### src/rtl/mspwm_master.sv
module mspwm_master #(
  parameter int W = 16
) (
  input  logic         clk_i,
  input  logic         rst_ni,
  input  logic         cnt_en_i,
  input  logic         start_i,
  input  logic         stop_i,
  input  logic [W-1:0] reload_i,
  output logic         run_o,
  output logic         tick_o,
  output logic         arm_o,
  output logic         pulse_o,
  output logic [W-1:0] cnt_o
);
  logic         run_q, pulse_q;
  logic [W-1:0] cnt_q;
  logic         start_acc, tick, wrap;

  assign start_acc = start_i & ~stop_i;
  assign tick      = run_q & cnt_en_i & ~stop_i;
  assign wrap      = tick & (cnt_q == '0);
  assign arm_o     = start_acc | wrap;

  always_ff @(posedge clk_i or negedge rst_ni) begin
    if (!rst_ni) begin
      run_q   <= 1'b0;
      pulse_q <= 1'b0;
      cnt_q   <= '0;
    end else begin
      if (stop_i)         run_q <= 1'b0;
      else if (start_i)   run_q <= 1'b1;
      pulse_q <= arm_o;
      if (arm_o)          cnt_q <= reload_i;
      else if (tick)      cnt_q <= cnt_q - 1'b1;
    end
  end

  assign run_o   = run_q;
  assign tick_o  = tick;
  assign pulse_o = pulse_q;
  assign cnt_o   = cnt_q;

  p_pulse_running_r3: assert property (@(posedge clk_i) disable iff (!rst_ni)
    pulse_q |-> run_q);
  p_start_loads_r2: assert property (@(posedge clk_i) disable iff (!rst_ni)
    (start_i && !stop_i) |=> (run_q && pulse_q && cnt_q == $past(reload_i)));
  p_stop_wins_r8: assert property (@(posedge clk_i) disable iff (!rst_ni)
    stop_i |=> (!run_q && !pulse_q));
  p_idle_hold_r7: assert property (@(posedge clk_i) disable iff (!rst_ni)
    (!run_q && !start_i) |=> $stable(cnt_q));
endmodule

### src/rtl/mspwm_slave.sv
module mspwm_slave #(
  parameter int W = 16
) (
  input  logic         clk_i,
  input  logic         rst_ni,
  input  logic         arm_i,
  input  logic         tick_i,
  input  logic [W-1:0] duty_i,
  output logic         lvl_o,
  output logic [W-1:0] cnt_o
);
  logic [W-1:0] cnt_q;
  logic         lvl_q;

  always_ff @(posedge clk_i or negedge rst_ni) begin
    if (!rst_ni) begin
      cnt_q <= '0;
      lvl_q <= 1'b0;
    end else begin
      if (arm_i)                        cnt_q <= duty_i;
      else if (tick_i && cnt_q != '0)   cnt_q <= cnt_q - 1'b1;
      // level lags the count by one count clock
      if (tick_i)                       lvl_q <= (cnt_q != '0);
    end
  end

  assign lvl_o = lvl_q;
  assign cnt_o = cnt_q;

  p_level_hold_r7: assert property (@(posedge clk_i) disable iff (!rst_ni)
    !tick_i |=> $stable(lvl_q));
  p_zero_idle_r4: assert property (@(posedge clk_i) disable iff (!rst_ni)
    (cnt_q == '0 && !arm_i) |=> (cnt_q == '0));
  p_zero_duty_r5: assert property (@(posedge clk_i) disable iff (!rst_ni)
    (cnt_q == '0 && !arm_i && tick_i) |=> !lvl_q);
endmodule

### src/rtl/mspwm_timer.sv
module mspwm_timer #(
  parameter int W     = 16,
  parameter int N_SLV = 2
) (
  input  logic                      clk_i,
  input  logic                      rst_ni,
  input  logic                      cnt_en_i,
  input  logic                      start_i,
  input  logic                      stop_i,
  input  logic [W-1:0]              period_i,
  input  logic [N_SLV-1:0][W-1:0]   duty_i,
  input  logic [N_SLV-1:0]          oe_i,
  input  logic [N_SLV-1:0]          lvl_i,
  output logic                      period_o,
  output logic [N_SLV-1:0]          pwm_o,
  output logic [N_SLV:0]            run_o,
  output logic [W-1:0]              mst_cnt_o,
  output logic [N_SLV-1:0][W-1:0]   slv_cnt_o
);
  localparam int NCH = N_SLV + 1;

  logic             run, tick, arm;
  logic [N_SLV-1:0] slv_lvl;

  mspwm_master #(.W(W)) u_master (
    .clk_i    (clk_i),
    .rst_ni   (rst_ni),
    .cnt_en_i (cnt_en_i),
    .start_i  (start_i),
    .stop_i   (stop_i),
    .reload_i (period_i),
    .run_o    (run),
    .tick_o   (tick),
    .arm_o    (arm),
    .pulse_o  (period_o),
    .cnt_o    (mst_cnt_o)
  );

  for (genvar k = 0; k < N_SLV; k++) begin : g_slv
    mspwm_slave #(.W(W)) u_slave (
      .clk_i  (clk_i),
      .rst_ni (rst_ni),
      .arm_i  (arm),
      .tick_i (tick),
      .duty_i (duty_i[k]),
      .lvl_o  (slv_lvl[k]),
      .cnt_o  (slv_cnt_o[k])
    );
    assign pwm_o[k] = oe_i[k] ? slv_lvl[k] : lvl_i[k];
  end

  // all channels start and stop together
  assign run_o = {NCH{run}};

  p_run_after_start_r2: assert property (@(posedge clk_i) disable iff (!rst_ni)
    (start_i && !stop_i) |=> (run_o == {NCH{1'b1}}));
  p_no_pulse_stopped_r7: assert property (@(posedge clk_i) disable iff (!rst_ni)
    (!run && !start_i) |=> !period_o);
endmodule

### config.mk
export PLATFORM = sky130hd
export DESIGN_NAME = mspwm_timer
export DESIGN_NICKNAME = d
export VERILOG_FILES = /design/src/rtl/mspwm_master.sv /design/src/rtl/mspwm_slave.sv /design/src/rtl/mspwm_timer.sv
export SDC_FILE = /design/constraint.sdc
export NUM_CORES = 1
export LEC_CHECK = 0
export BUFFER_PORTS_ARGS = -buffer_cell sky130_fd_sc_hd__buf_2
export CORE_ASPECT_RATIO = 0.75
export CORE_UTILIZATION = 50
export CTS_CLUSTER_SIZE = 30
export DETAILED_ROUTE_END_ITERATION = 10
export GPL_TIMING_DRIVEN = 0
export PLACE_DENSITY = 0.8
export SYNTH_ARGS = -nofsm -noshare
export SYNTH_HDL_FRONTEND = slang
export SYNTH_HIERARCHICAL = 1
export SYNTH_SLANG_ARGS = --single-unit
### constraint.sdc
create_clock -name clk_i -period 5.2 [get_ports clk_i]
set_clock_uncertainty 0.1 [all_clocks]
set_input_delay 0.52 -clock clk_i [delete_from_list [all_inputs] [get_ports clk_i]]
set_output_delay 0.52 -clock clk_i [all_outputs]
set_load 0.02 [all_outputs]
==> flow_metrics.py <==
metrics = {
    "timing": {
        "finalHoldViolCount": 0,
        "slew_viol_final": 0,
        "max_slew_margin_pct": 20.7,
        "setup_violations": 0,
        "fmaxAchievable_ghz": 0.280,
        "fin_crit_sh_pct": 68.8,
        "rsz0062_at_grt": "false",
        "tns_ns": 0,
        "fin_ws_ns": 1.62,
        "finalCriticalPeriod_ns": 3.58,
        "worst_pin_slew_ns": 1.18,
    },
    "run": {
        "maxCapViolations": 0,
    },
    "routing": {
        "met1_length_um": 3990,
        "first_iter_violations": 161,
        "wl_met2_um": 3880,
        "routedWlPerCell_um": 15.6,
        "wl_met3_um": 609,
        "routed_via_density": 5.84,
        "dr.max_layer_used": "met4",
        "drtPass1Iterations": 5,
        "route.detailed.drc": 0,
        "ant_nets": 0,
        "drt-total-wl_um": 8560,
        "vias": 3194,
    },
    "clock_tree": {
        "cts-root-buf": "clkbuf_8",
        "clkSlewWorstSetupHoldPaths_ns": 0.10,
        "insertion_delay_ns": 0.31,
        "cts_resized": 0,
        "clockBufferDepth": 2,
        "cts_setup_buffers": 0,
        "numCtsBuffers": 5,
        "ctsHoldBuffers": 0,
        "cts_htree_levels": 2,
        "cts.sinks": 52,
        "cts_tree": "done",
    },
    "grt": {
        "grt_pass1_vias": 2981,
        "grt_use_total_pct": 27.0,
        "grt_max_degree": 53,
        "grt_remaining_overflow": 0,
        "antenna_found_initial": 0,
        "grt_pass1_wl_um": 14200,
    },
    "synth": {
        "syn_area_sq_um": 3190,
        "synthArstFlopShare_pct": 100,
        "synth.distinct_cells": 69,
        "synth_xor_area_share_pct": 3.85,
        "yosysSeqAreaShare_pct": 40.8,
        "syn_nets": 412,
        "muxShareOfSynthArea_pct": 1.61,
        "yosys.area_share.adder_pct": 1.57,
        "synthSimpleGateAreaFrac_pct": 28.0,
        "synth_compound_area_share_pct": 18.5,
        "synth_edf_count": 0,
        "synth_top_family_by_area": "simple AND/OR/NAND/NOR gates",
        "synth_cells": 351,
        "avgSynthCellArea_sq_um": 9.08,
        "ys_seq_elements": 52,
        "synth_warnings": 6,
        "synth_flop_cell": "dfrtp_1",
    },
    "min_path": {
        "worstHoldPathCells": 3,
        "hold_path_end": "u_master/cnt_o[12]$_DFFE_PN0P_",
        "hold_path_class": "input pin to flop",
        "hp-start": "period_i[12]",
    },
    "critical_path": {
        "critPathTopFamily": "buffers and inverters",
        "worstPathArrival_ns": 3.64,
        "reg2reg_from": "u_master/cnt_o[3]$_DFFE_PN0P_",
        "cp.buffers_inverters": 4,
        "reg2reg_to": "g_slv[0].u_slave/cnt_o[14]$_DFFE_PN0P_",
        "end_kind": "flop",
        "critical_path_peak_fanout": 13,
        "rr_worst_depth": 9,
        "critPathLaunch": "u_master/cnt_o[3]$_DFFE_PN0P_",
        "crit_required_ns": 5.26,
        "start_kind": "flop",
        "rrSetupSlack_ns": 1.62,
        "crit_path_frequent_cell": "clkbuf_1",
        "critical_path_class": "flop to flop",
        "cpPeakStageDelay_ns": 0.64,
        "slowest_stage": "nor4_1",
        "crit_chain": "nor4_1, nand2_1, o32ai_4, buf_6, clkbuf_1, clkinv_1, clkbuf_1, nor2_1, a31oi_1",
    },
    "cells_and_area": {
        "ff_latch_area_sq_um": 1300,
        "drive_above_1_share_pct": 32.2,
        "multi_input_area_sq_um": 1710,
        "final_common_cell": "buf_2",
        "most-common-layout-cells": "buf_2 (112), dfrtp_1 (52), nand2_1 (35), nor2_1 (29)",
        "area_delta_synth_final_pct": 23.8,
        "final_nets": 529,
        "num-fill-cells": 516,
        "diodes": 0,
    },
    "floorplanning": {
        "fp-row-count": 24,
        "initial_utilization_pct": 53.3,
        "core_area_sq_um": 5980,
        "die_x_um": 94.2,
        "die_y_um": 71.1,
        "die_area_sq_um": 6700,
        "ios": 111,
    },
    "pwr": {
        "ir_drop_mv": 0.154,
        "p_leak_nw": 1.75,
        "p_per_area_nw_per_um2": 292,
    },
    "placed_design": {
        "port_buffers": 110,
        "place.gp.congestion": 0.900,
        "hpwl_um": 6320,
        "dp_slack_ns": 1.68,
    },
    "run_status": {
        "status": "complete, no violations",
    },
}
## kinds of logic (layout without fill, tap and decap cells)
family | count (synthesis) | in the layout
simple gates | 157 | 157
compound gates | 82 | 82
flops | 52 | 52
buf+inv | 38 | 156
xor+xnor | 14 | 14
fa+ha+maj | 4 | 4
mux | 4 | 4
## per-layer routing
layer	track usage (%)	up-vias
met5	0	-
met4	7.18	0
met3	4.41	8
met2	42.5	137
met1	38.7	1510
li1	-	1539
## stage by stage
| stage | instance area, sq um | total power, mW | std cells | util, % | hold WS, ns |
|---|---|---|---|---|---|
| floorplan | 3190 | 0.740 | 351 | - | 0.124 |
| global placement | 3830 | 0.863 | 539 | 64.2 | 0.400 |
| detailed placement | 3830 | 0.874 | 539 | 64.2 | 0.407 |
| CTS | 3950 | 1.16 | 547 | 66.0 | 0.301 |
| global route | 3950 | 1.22 | 547 | 66.0 | 0.317 |
| finish | 3950 | 1.15 | 547 | 66.0 | 0.306 |
## final cells by class
class / instances / area share [%]
multi-input combinational: 261 / 43.2
sequential: 52 / 33.0
timing repair buffer: 110 / 14.0
buffer: 17 / 2.54
tap: 78 / 2.47
inverter: 21 / 2.00
clock buffer: 5 / 1.74
clock inverter: 3 / 1.08
## cell usage after synthesis (6+ instances only)
| library cell | n | share of area (%) |
|---|---|---|
| nor2_1 | 29 | 3.4 |
| xnor2_1 | 9 | 2.5 |
| nor4_1 | 7 | 1.4 |
| nand3_1 | 14 | 2.2 |
| nand4_1 | 6 | 1.2 |
| o31ai_1 | 7 | 1.6 |
| dfrtp_1 | 52 | 41 |
| clkbuf_1 | 9 | 1.1 |
| a31oi_1 | 14 | 2.7 |
| a21oi_1 | 10 | 1.6 |
| nand2_1 | 35 | 4.1 |
| nor3_1 | 9 | 1.4 |
| inv_1 | 20 | 2.4 |
| or4_1 | 15 | 3.5 |
| o21ai_0 | 20 | 3.1 |
## state kept, by name (all words and copies together) (netlist names)
name / count
g_slv.u_slave/lvl_o: 2
u_master/pulse_o: 1
u_master/run_o: 1
g_slv.u_slave/cnt_o: 32
u_master/cnt_o: 16
## worst max path at each step
stage | end | depth (start not counted)
after floorplan | g_slv[0].u_slave/cnt_o[2]$_DFFE_PN0P_ | 9
after global placement | g_slv[0].u_slave/cnt_o[14]$_DFFE_PN0P_ | 9
after detailed placement | g_slv[0].u_slave/cnt_o[2]$_DFFE_PN0P_ | 9
after CTS | g_slv[0].u_slave/cnt_o[2]$_DFFE_PN0P_ | 9
after global routing | g_slv[0].u_slave/cnt_o[14]$_DFFE_PN0P_ | 9
final | g_slv[0].u_slave/cnt_o[14]$_DFFE_PN0P_ | 9
## power by group
group / switching (mW) / internal [mW] / total [mW]
Combinational: 0.201 / 0.136 / 0.337
Clock: 0.139 / 0.143 / 0.282
Sequential: 0.0737 / 0.459 / 0.533
Total: 0.414 / 0.738 / 1.15
## worst reg2reg max path: cells and delay by family, from the launching register on
kind,cells,cell delay (ns)
simple gates,3,1.11
flops,1,0.45
buf+inv,4,1.27
compound gates,2,0.50
Note: power is estimated with default switching activity, not from simulation.
